**src/rtl/iexc_pkg.sv**
```systemverilog
package iexc_pkg;
  typedef enum logic [1:0] {
    EXC_TRAP = 2'b00,
    EXC_SLOT = 2'b01,
    EXC_GEN  = 2'b10,
    EXC_DIV  = 2'b11
  } exc_code_e;

  typedef struct packed {
    logic undef;
    logic fpu;
    logic dbr;
    logic pcw;
    logic wide;
    logic bank;
    logic sdiv;
    logic udiv;
    logic trap;
  } insn_cls_t;
endpackage

```
**src/rtl/iexc_div_check.sv**
```systemverilog
module iexc_div_check #(
  parameter int W = 32
) (
  input  logic         sdiv,
  input  logic         udiv,
  input  logic [W-1:0] dividend,
  input  logic [W-1:0] divisor,
  output logic         fault
);
  localparam logic [W-1:0] MOST_NEG = {1'b1, {(W-1){1'b0}}};
  localparam logic [W-1:0] MINUS_ONE = {W{1'b1}};

  logic zero_div;
  logic ovf;

  always_comb begin
    zero_div = (divisor == '0);
    ovf      = (dividend == MOST_NEG) && (divisor == MINUS_ONE);
    fault    = ((sdiv || udiv) && zero_div) || (sdiv && ovf);
  end
endmodule

```
**src/rtl/iexc_slot_tracker.sv**
```systemverilog
module iexc_slot_tracker (
  input  logic clk,
  input  logic rst,
  input  logic issue,
  input  logic dbranch,
  input  logic exc_now,
  output logic in_slot
);
  always_ff @(posedge clk) begin
    if (rst) begin
      in_slot <= 1'b0;
    end else if (issue) begin
      in_slot <= dbranch && !exc_now;
    end
  end
endmodule

```
**src/rtl/iexc_resolve.sv**
```systemverilog
module iexc_resolve
  import iexc_pkg::*;
(
  input  insn_cls_t cls,
  input  logic      standby,
  input  logic      in_slot,
  input  logic      div_fault,
  output logic      hit,
  output exc_code_e code
);
  logic eff_undef;
  logic slot_bad;

  always_comb begin
    eff_undef = cls.undef || (cls.fpu && standby);
    slot_bad  = in_slot && (eff_undef || cls.dbr || cls.pcw || cls.trap ||
                            cls.wide || cls.bank || cls.sdiv || cls.udiv);
    hit  = 1'b1;
    code = EXC_TRAP;
    if (slot_bad) begin
      code = EXC_SLOT;
    end else if (eff_undef) begin
      code = EXC_GEN;
    end else if (cls.trap) begin
      code = EXC_TRAP;
    end else if (div_fault) begin
      code = EXC_DIV;
    end else begin
      hit = 1'b0;
    end
  end
endmodule

```
**src/rtl/iexc_classifier.sv**
```systemverilog
module iexc_classifier
  import iexc_pkg::*;
#(
  parameter int W = 32
) (
  input  logic         clk,
  input  logic         rst,
  input  logic         issue_vld_i,
  input  logic         undef_i,
  input  logic         fpu_op_i,
  input  logic         dbranch_i,
  input  logic         pc_write_i,
  input  logic         wide_i,
  input  logic         bank_restore_i,
  input  logic         sdiv_i,
  input  logic         udiv_i,
  input  logic         trap_i,
  input  logic [W-1:0] dividend_i,
  input  logic [W-1:0] divisor_i,
  input  logic         fpu_standby_i,
  output logic         exc_vld_o,
  output logic [1:0]   exc_type_o
);
  insn_cls_t cls;
  logic      div_fault;
  logic      hit;
  exc_code_e code;
  logic      slot_q;
  logic      exc_now;

  always_comb begin
    cls.undef = undef_i;
    cls.fpu   = fpu_op_i;
    cls.dbr   = dbranch_i;
    cls.pcw   = pc_write_i;
    cls.wide  = wide_i;
    cls.bank  = bank_restore_i;
    cls.sdiv  = sdiv_i;
    cls.udiv  = udiv_i;
    cls.trap  = trap_i;
    exc_now   = issue_vld_i && hit;
  end

  iexc_div_check #(.W(W)) u_div (
    .sdiv     (sdiv_i),
    .udiv     (udiv_i),
    .dividend (dividend_i),
    .divisor  (divisor_i),
    .fault    (div_fault)
  );

  iexc_resolve u_res (
    .cls       (cls),
    .standby   (fpu_standby_i),
    .in_slot   (slot_q),
    .div_fault (div_fault),
    .hit       (hit),
    .code      (code)
  );

  iexc_slot_tracker u_slot (
    .clk     (clk),
    .rst     (rst),
    .issue   (issue_vld_i),
    .dbranch (dbranch_i),
    .exc_now (exc_now),
    .in_slot (slot_q)
  );

  always_ff @(posedge clk) begin
    if (rst) begin
      exc_vld_o  <= 1'b0;
      exc_type_o <= 2'b00;
    end else begin
      exc_vld_o  <= exc_now;
      exc_type_o <= code;
    end
  end
endmodule

```
**config.mk**
```make
export PLATFORM = sky130hd
export DESIGN_NAME = iexc_classifier
export DESIGN_NICKNAME = d
export VERILOG_FILES = /design/src/rtl/iexc_pkg.sv /design/src/rtl/iexc_div_check.sv /design/src/rtl/iexc_slot_tracker.sv /design/src/rtl/iexc_resolve.sv /design/src/rtl/iexc_classifier.sv
export SDC_FILE = /design/constraint.sdc
export NUM_CORES = 1
export LEC_CHECK = 0
export ABC_CLOCK_PERIOD_IN_PS = 3900
export BUFFER_PORTS_ARGS = -buffer_cell sky130_fd_sc_hd__buf_2
export CAP_MARGIN = 30
export CORE_UTILIZATION = 30
export CTS_BUF_LIST = sky130_fd_sc_hd__clkbuf_8
export CTS_CLUSTER_SIZE = 25
export DETAILED_ROUTE_END_ITERATION = 10
export PLACE_DENSITY = 0.87
export SKIP_LAST_GASP = 1
export SLEW_MARGIN = 5
export SYNTH_ARGS = -nofsm -noshare
export SYNTH_HDL_FRONTEND = slang
export SYNTH_SLANG_ARGS = --single-unit
```
**constraint.sdc**
```tcl
create_clock -name clk -period 3.9 [get_ports clk]
set_clock_uncertainty 0.15 [all_clocks]
set_input_delay 0.195 -clock clk [delete_from_list [all_inputs] [get_ports clk]]
set_output_delay 0.195 -clock clk [all_outputs]
set_load 0.05 [all_outputs]
```
* Yosys cells after proc, flatten, opt, wreduce, memory -nomap -nowiden *
Index checks and enable logic that the tools add are counted.
Widths: inputs -> output; s select.

cells by class
  eq/ne operators = 2
  reduce and logical (&&, ||, !) cells = 20
  multiplexer cells = 8

operators with widths
  kind                  count
  $eq 32x32->1 const B  2
  $logic_not 32->1      1
  $logic_or 1x1->1      10
  $logic_and 1x1->1     7
  $mux 2                3
  $mux 1                5
  $reduce_or 2->1       1
  $logic_not 1->1       1

storage, ports and cells
  register bits = 4
  logic and storage cells = 34
  output and inout bits = 3
  bits of input ports = 77

* Logic depth before layout (Yosys ltp) *
  depth in word-level cells = 14
  mapped depth = 5
  mapped depth without buffers = 5

* Cells and area by module *
Synthesis repeated with hierarchy kept, for this count alone.

unflattened totals
  cells, all modules = 60
  area total of the unflattened synthesis = 439.2 um^2

by module, submodules not included
  module             sequential area each (um^2)  cells an instance  times used  area an instance (um^2)
  iexc_div_check     0.0                          38                 1           236.5
  iexc_classifier    60.1                         7                  1           87.6
  iexc_resolve       0.0                          11                 1           72.6
  iexc_slot_tracker  20.0                         4                  1           42.5

* Least setup slack after synthesis *
Ideal clock, no wire load.

  path kind = in2reg
  start point = in divisor_i[9]
  end point = reg u_slot.in_slot
  path buffers = 0
  stages on the path = 4
  arrival time = 1.239 ns
  library setup time = 0.115 ns
  slack = 2.395 ns
  data required time = 3.635 ns
  cells stage by stage = or4_4 nor4_4 a31oi_2 a31o_1

on the way
  longest elaborated chain between the ends = 11
  elaborated cells on any way between the ends = 13
  classes of those cells = eq/ne: 1; mux: 4; reduce/logical: 8

ends and longest elaborated chain
  what                  RTL line                 RTL
  from (decl)           iexc_classifier.sv:19    input logic [W-1:0] divisor_i,
  $eq 32x32->1          iexc_div_check.sv:18     ovf = (dividend == MOST_NEG) && (divisor == MINUS_ONE);
  $logic_and 1x1->1     iexc_div_check.sv:18
  $logic_and 1x1->1     iexc_div_check.sv:19     fault = ((sdiv || udiv) && zero_div) || (sdiv && ovf);
  $logic_or 1x1->1 *    iexc_div_check.sv:19
  $mux 1 *              iexc_resolve.sv:26       end else if (div_fault) begin
  $mux 1 *              iexc_resolve.sv:24       end else if (cls.trap) begin
  $mux 1 *              iexc_resolve.sv:22       end else if (eff_undef) begin
  $mux 1 *              iexc_resolve.sv:20       if (slot_bad) begin
  $logic_and 1x1->1 *   iexc_classifier.sv:41    exc_now = issue_vld_i && hit;
  $logic_not 1->1 *     iexc_slot_tracker.sv:13  in_slot <= dbranch && !exc_now;
  $logic_and 1x1->1 *   iexc_slot_tracker.sv:13
  to (signal assigned)  iexc_slot_tracker.sv:13
  to (decl)             iexc_slot_tracker.sv:7   output logic in_slot

Every way passes the cells marked *; elsewhere a longest branch is shown, timed or not.
A chain may end at the register's enable or synchronous reset.

* Final worst setup path *
  start point = in divisor_i[1]
  end point = reg exc_vld_o

on the way
  longest elaborated chain between the ends = 9
  elaborated cells on any way between the ends = 11
  classes of those cells = eq/ne: 1; mux: 4; reduce/logical: 6

ends and longest elaborated chain
  what                  RTL line               RTL
  $eq 32x32->1          iexc_div_check.sv:18
  $logic_and 1x1->1     iexc_div_check.sv:18
  $logic_and 1x1->1     iexc_div_check.sv:19
  $logic_or 1x1->1 *    iexc_div_check.sv:19
  $mux 1 *              iexc_resolve.sv:26
  $mux 1 *              iexc_resolve.sv:24
  $mux 1 *              iexc_resolve.sv:22
  $mux 1 *              iexc_resolve.sv:20
  $logic_and 1x1->1 *   iexc_classifier.sv:41
  to (signal assigned)  iexc_classifier.sv:75  exc_vld_o <= exc_now;
  to (decl)             iexc_classifier.sv:21  output logic exc_vld_o,

Marked as above.

==> impl_metrics.toml <==
[yosys]
synth-xor-area-share_pct = 0
seq_area_frac_synth_pct = 17.1
synthAdderAreaFrac_pct = 0
ys_types = 25
synthSimpleGateAreaFrac_pct = 65.6
synth-compound-area-share_pct = 16.5
synth_top_area_share_pct = 17.1
synth_mux_area_share_pct = 0
synth_top_flop_cell = "dfxtp_1"
yosysWarnings = 0
syn_avg_cell_area_um2 = 8.09
synth_area_leaders = "dfxtp_1, nor4_1, nand4_1"
async_flop_share_pct = 0
synth_nets = 135
syn_inst = 58
syn_area_um2 = 469
synth_top_family_by_area = "simple AND/OR/NAND/NOR gates"
synth_edf_count = 0
ys_ff_latch = 4
yosysTopAreaCell = "dfxtp_1"

[timing]
rsz0062_at_grt = "false"
fin_tns_setup_ps = 0
tightest_slew_ps = 280
slew_violations = 0
fin_ws_ps = 2420
finalHoldViolations = 0
fin_crit_ps = 1480
period_share_pct = 37.9
slew_headroom_pct = 81.1
fmax_mhz = 676
setup_viol = 0

[routing]
dr_wl_met2_mm = 1.09
antenna_left = 0
drtIter0Drc = 8
via_per_inst = 5.55
maxUsedRoutingLayer = "met4"
drc = 0
m1WireLength_um = 658
wl_per_cell_um = 12.3
met3_length_um = 129
dr.pass1.iters = 4
totalWireLength_mm = 1.90
route.vias.total = 861

[global_routing]
grt_max_degree = 7
antenna_found_initial = 0
groute.usage.overall_pct = 24.1
grt-ovfl-total = 0
grt_pass1_vias = 867
grt_pass1_wl_mm = 3.31

[worst_setup_path]
critPathRequiredTime_ps = 3880
startpoint = "divisor_i[1]"
crit_arrival_ps = 1450
critPathCaptureType = "register"
crit_type = "in2reg"
rr_startpoint = "u_slot.in_slot"
startpoint_type = "primary input"
worst-path-max-fanout = 4

[cts]
ctsHoldBuffers = 0
cts_setup_buffers = 0
cts_root_buf = "clkbuf_8"
clk_latency_ps = 210
postCtsResizedCells = 0
cts_tree = "done"
clk_path_buf_depth = 2
clkTransAtPathRegs_ps = 30
cts_max_level = 1
numCtsBuffers = 3
clock_sinks = 4

[die]
core_region_area_um2 = 1380
rows = 13
start_util_pct = 33.9
die_w_um = 41.5
io_pins = 80
dieArea_um2 = 1730
die_h_um = 41.5

[hold_path]
hold_class = "in2reg"
hp-start = "rst"

[final_layout]
drive_gt1_share_pct = 62.9
num_antenna_cells = 0
multi_input_area_um2 = 385
nets = 219
fillers = 117
final_util_pct = 66.9
seqCellArea_um2 = 80.1
fin_cells = 155
area_growth_pct = 97.1

[pwr]
power_frac_clock_pct = 44.2
max-vdd-ir-drop_v = 0.000116
power_switching_share_pct = 25.2
total_leakage_power_nw = 0.446
p_sw_w = 0.0000484
finalPower_w = 0.000192
p_comb_share_pct = 33.1
powerDensity_nw_per_um2 = 207
seqPwrFrac_pct = 22.6
intPower_w = 0.000143

[placed_design]
port_buffers = 79
dp_cells = 152
place_ws_ps = 2190
dp_hpwl_mm = 1.80
gp_congestion = 0.754

[run]
drv_cap = 0

[outcome]
status = "finished clean"
==> logic make-up (layout without fill, tap and decap cells) <==
| group | after synthesis | after routing |
|---|---|---|
| AOI/OAI and AO/OA | 10 | 10 |
| buffers and inverters | 1 | 83 |
| DFF | 4 | 4 |
| and+or+nand+nor | 43 | 43 |
==> path summary, 6_finish.rpt <==
path	end	slack, ps	cells past startpoint
setup / recovery	exc_vld_o	2420	6
hold / removal	exc_vld_o	80	2
setup reg to reg	u_slot.in_slot	2860	2
hold reg to reg	exc_type_o[0]	400	2
==> power by group through the flow <==
| stage | registers, W | clock network, W | logic [W] |
|---|---|---|---|
| 2_1_floorplan | 0.0000492 | 0 | 0.0000123 |
| 3_3_place_gp | 0.0000439 | 0 | 0.0000616 |
| 3_5_place_dp | 0.0000439 | 0 | 0.0000633 |
| 4_1_cts | 0.0000434 | 0.0000873 | 0.0000634 |
| 5_1_grt | 0.0000435 | 0.0000904 | 0.0000702 |
| 6_report | 0.0000434 | 0.0000848 | 0.0000635 |
==> placed cells by master (no fill, tap or decap), types with 2 or more instances in the layout <==
cell type   n
nand3_1     2
nor4_1     12
nand2_1     4
a21oi_1     3
nand4_1     8
clkbuf_8    3
nor4_4      2
nor2_1      3
or3_1       2
dfxtp_1     4
buf_2      79
nor4b_1     3
==> routing by layer <==
layer,vias to the layer above,global-route usage (%)
met3,2,3.48
met1,384,22.0
met4,0,9.03
li1,425,-
met2,50,50.9
met5,-,0
==> registers in the layout, summed over array words and instances, names as in the netlist <==
| register | flops |
|---|---|
| exc_type_o | 2 |
| exc_vld_o | 1 |
| u_slot.in_slot | 1 |
==> critical path, stage by stage <==
cell and delay, ps:
buf_2 100, nor4_1 300, nand4_1 190, nor4_4 310
a31oi_2 90, a311oi_2 260
==> layout make-up <==
class / instances / area share, %
repair buffers: 79 / 42.8
well taps: 15 / 2.03
multi-input cells: 53 / 41.7
clock buffers: 3 / 4.47
flip-flops and latches: 4 / 8.66
inverters: 1 / 0.406
==> cells in the mapped netlist, drive strengths merged (2+ instances only) <==
| master | number |
|---|---|
| dfxtp | 4 |
| nand4 | 8 |
| nor2 | 3 |
| nand2 | 4 |
| or3 | 2 |
| nor4b | 3 |
| nand3 | 2 |
| a21oi | 3 |
| nor4 | 15 |
==> per-stage QoR <==
stage	cell area [µm²]	hold WS, ps
2_1_floorplan	469	121
3_3_place_gp	883	292
3_5_place_dp	883	308
4_1_cts	925	80.8
5_1_grt	925	98.8
6_report	925	82.8
Note: power is estimated with default switching activity, not from simulation.
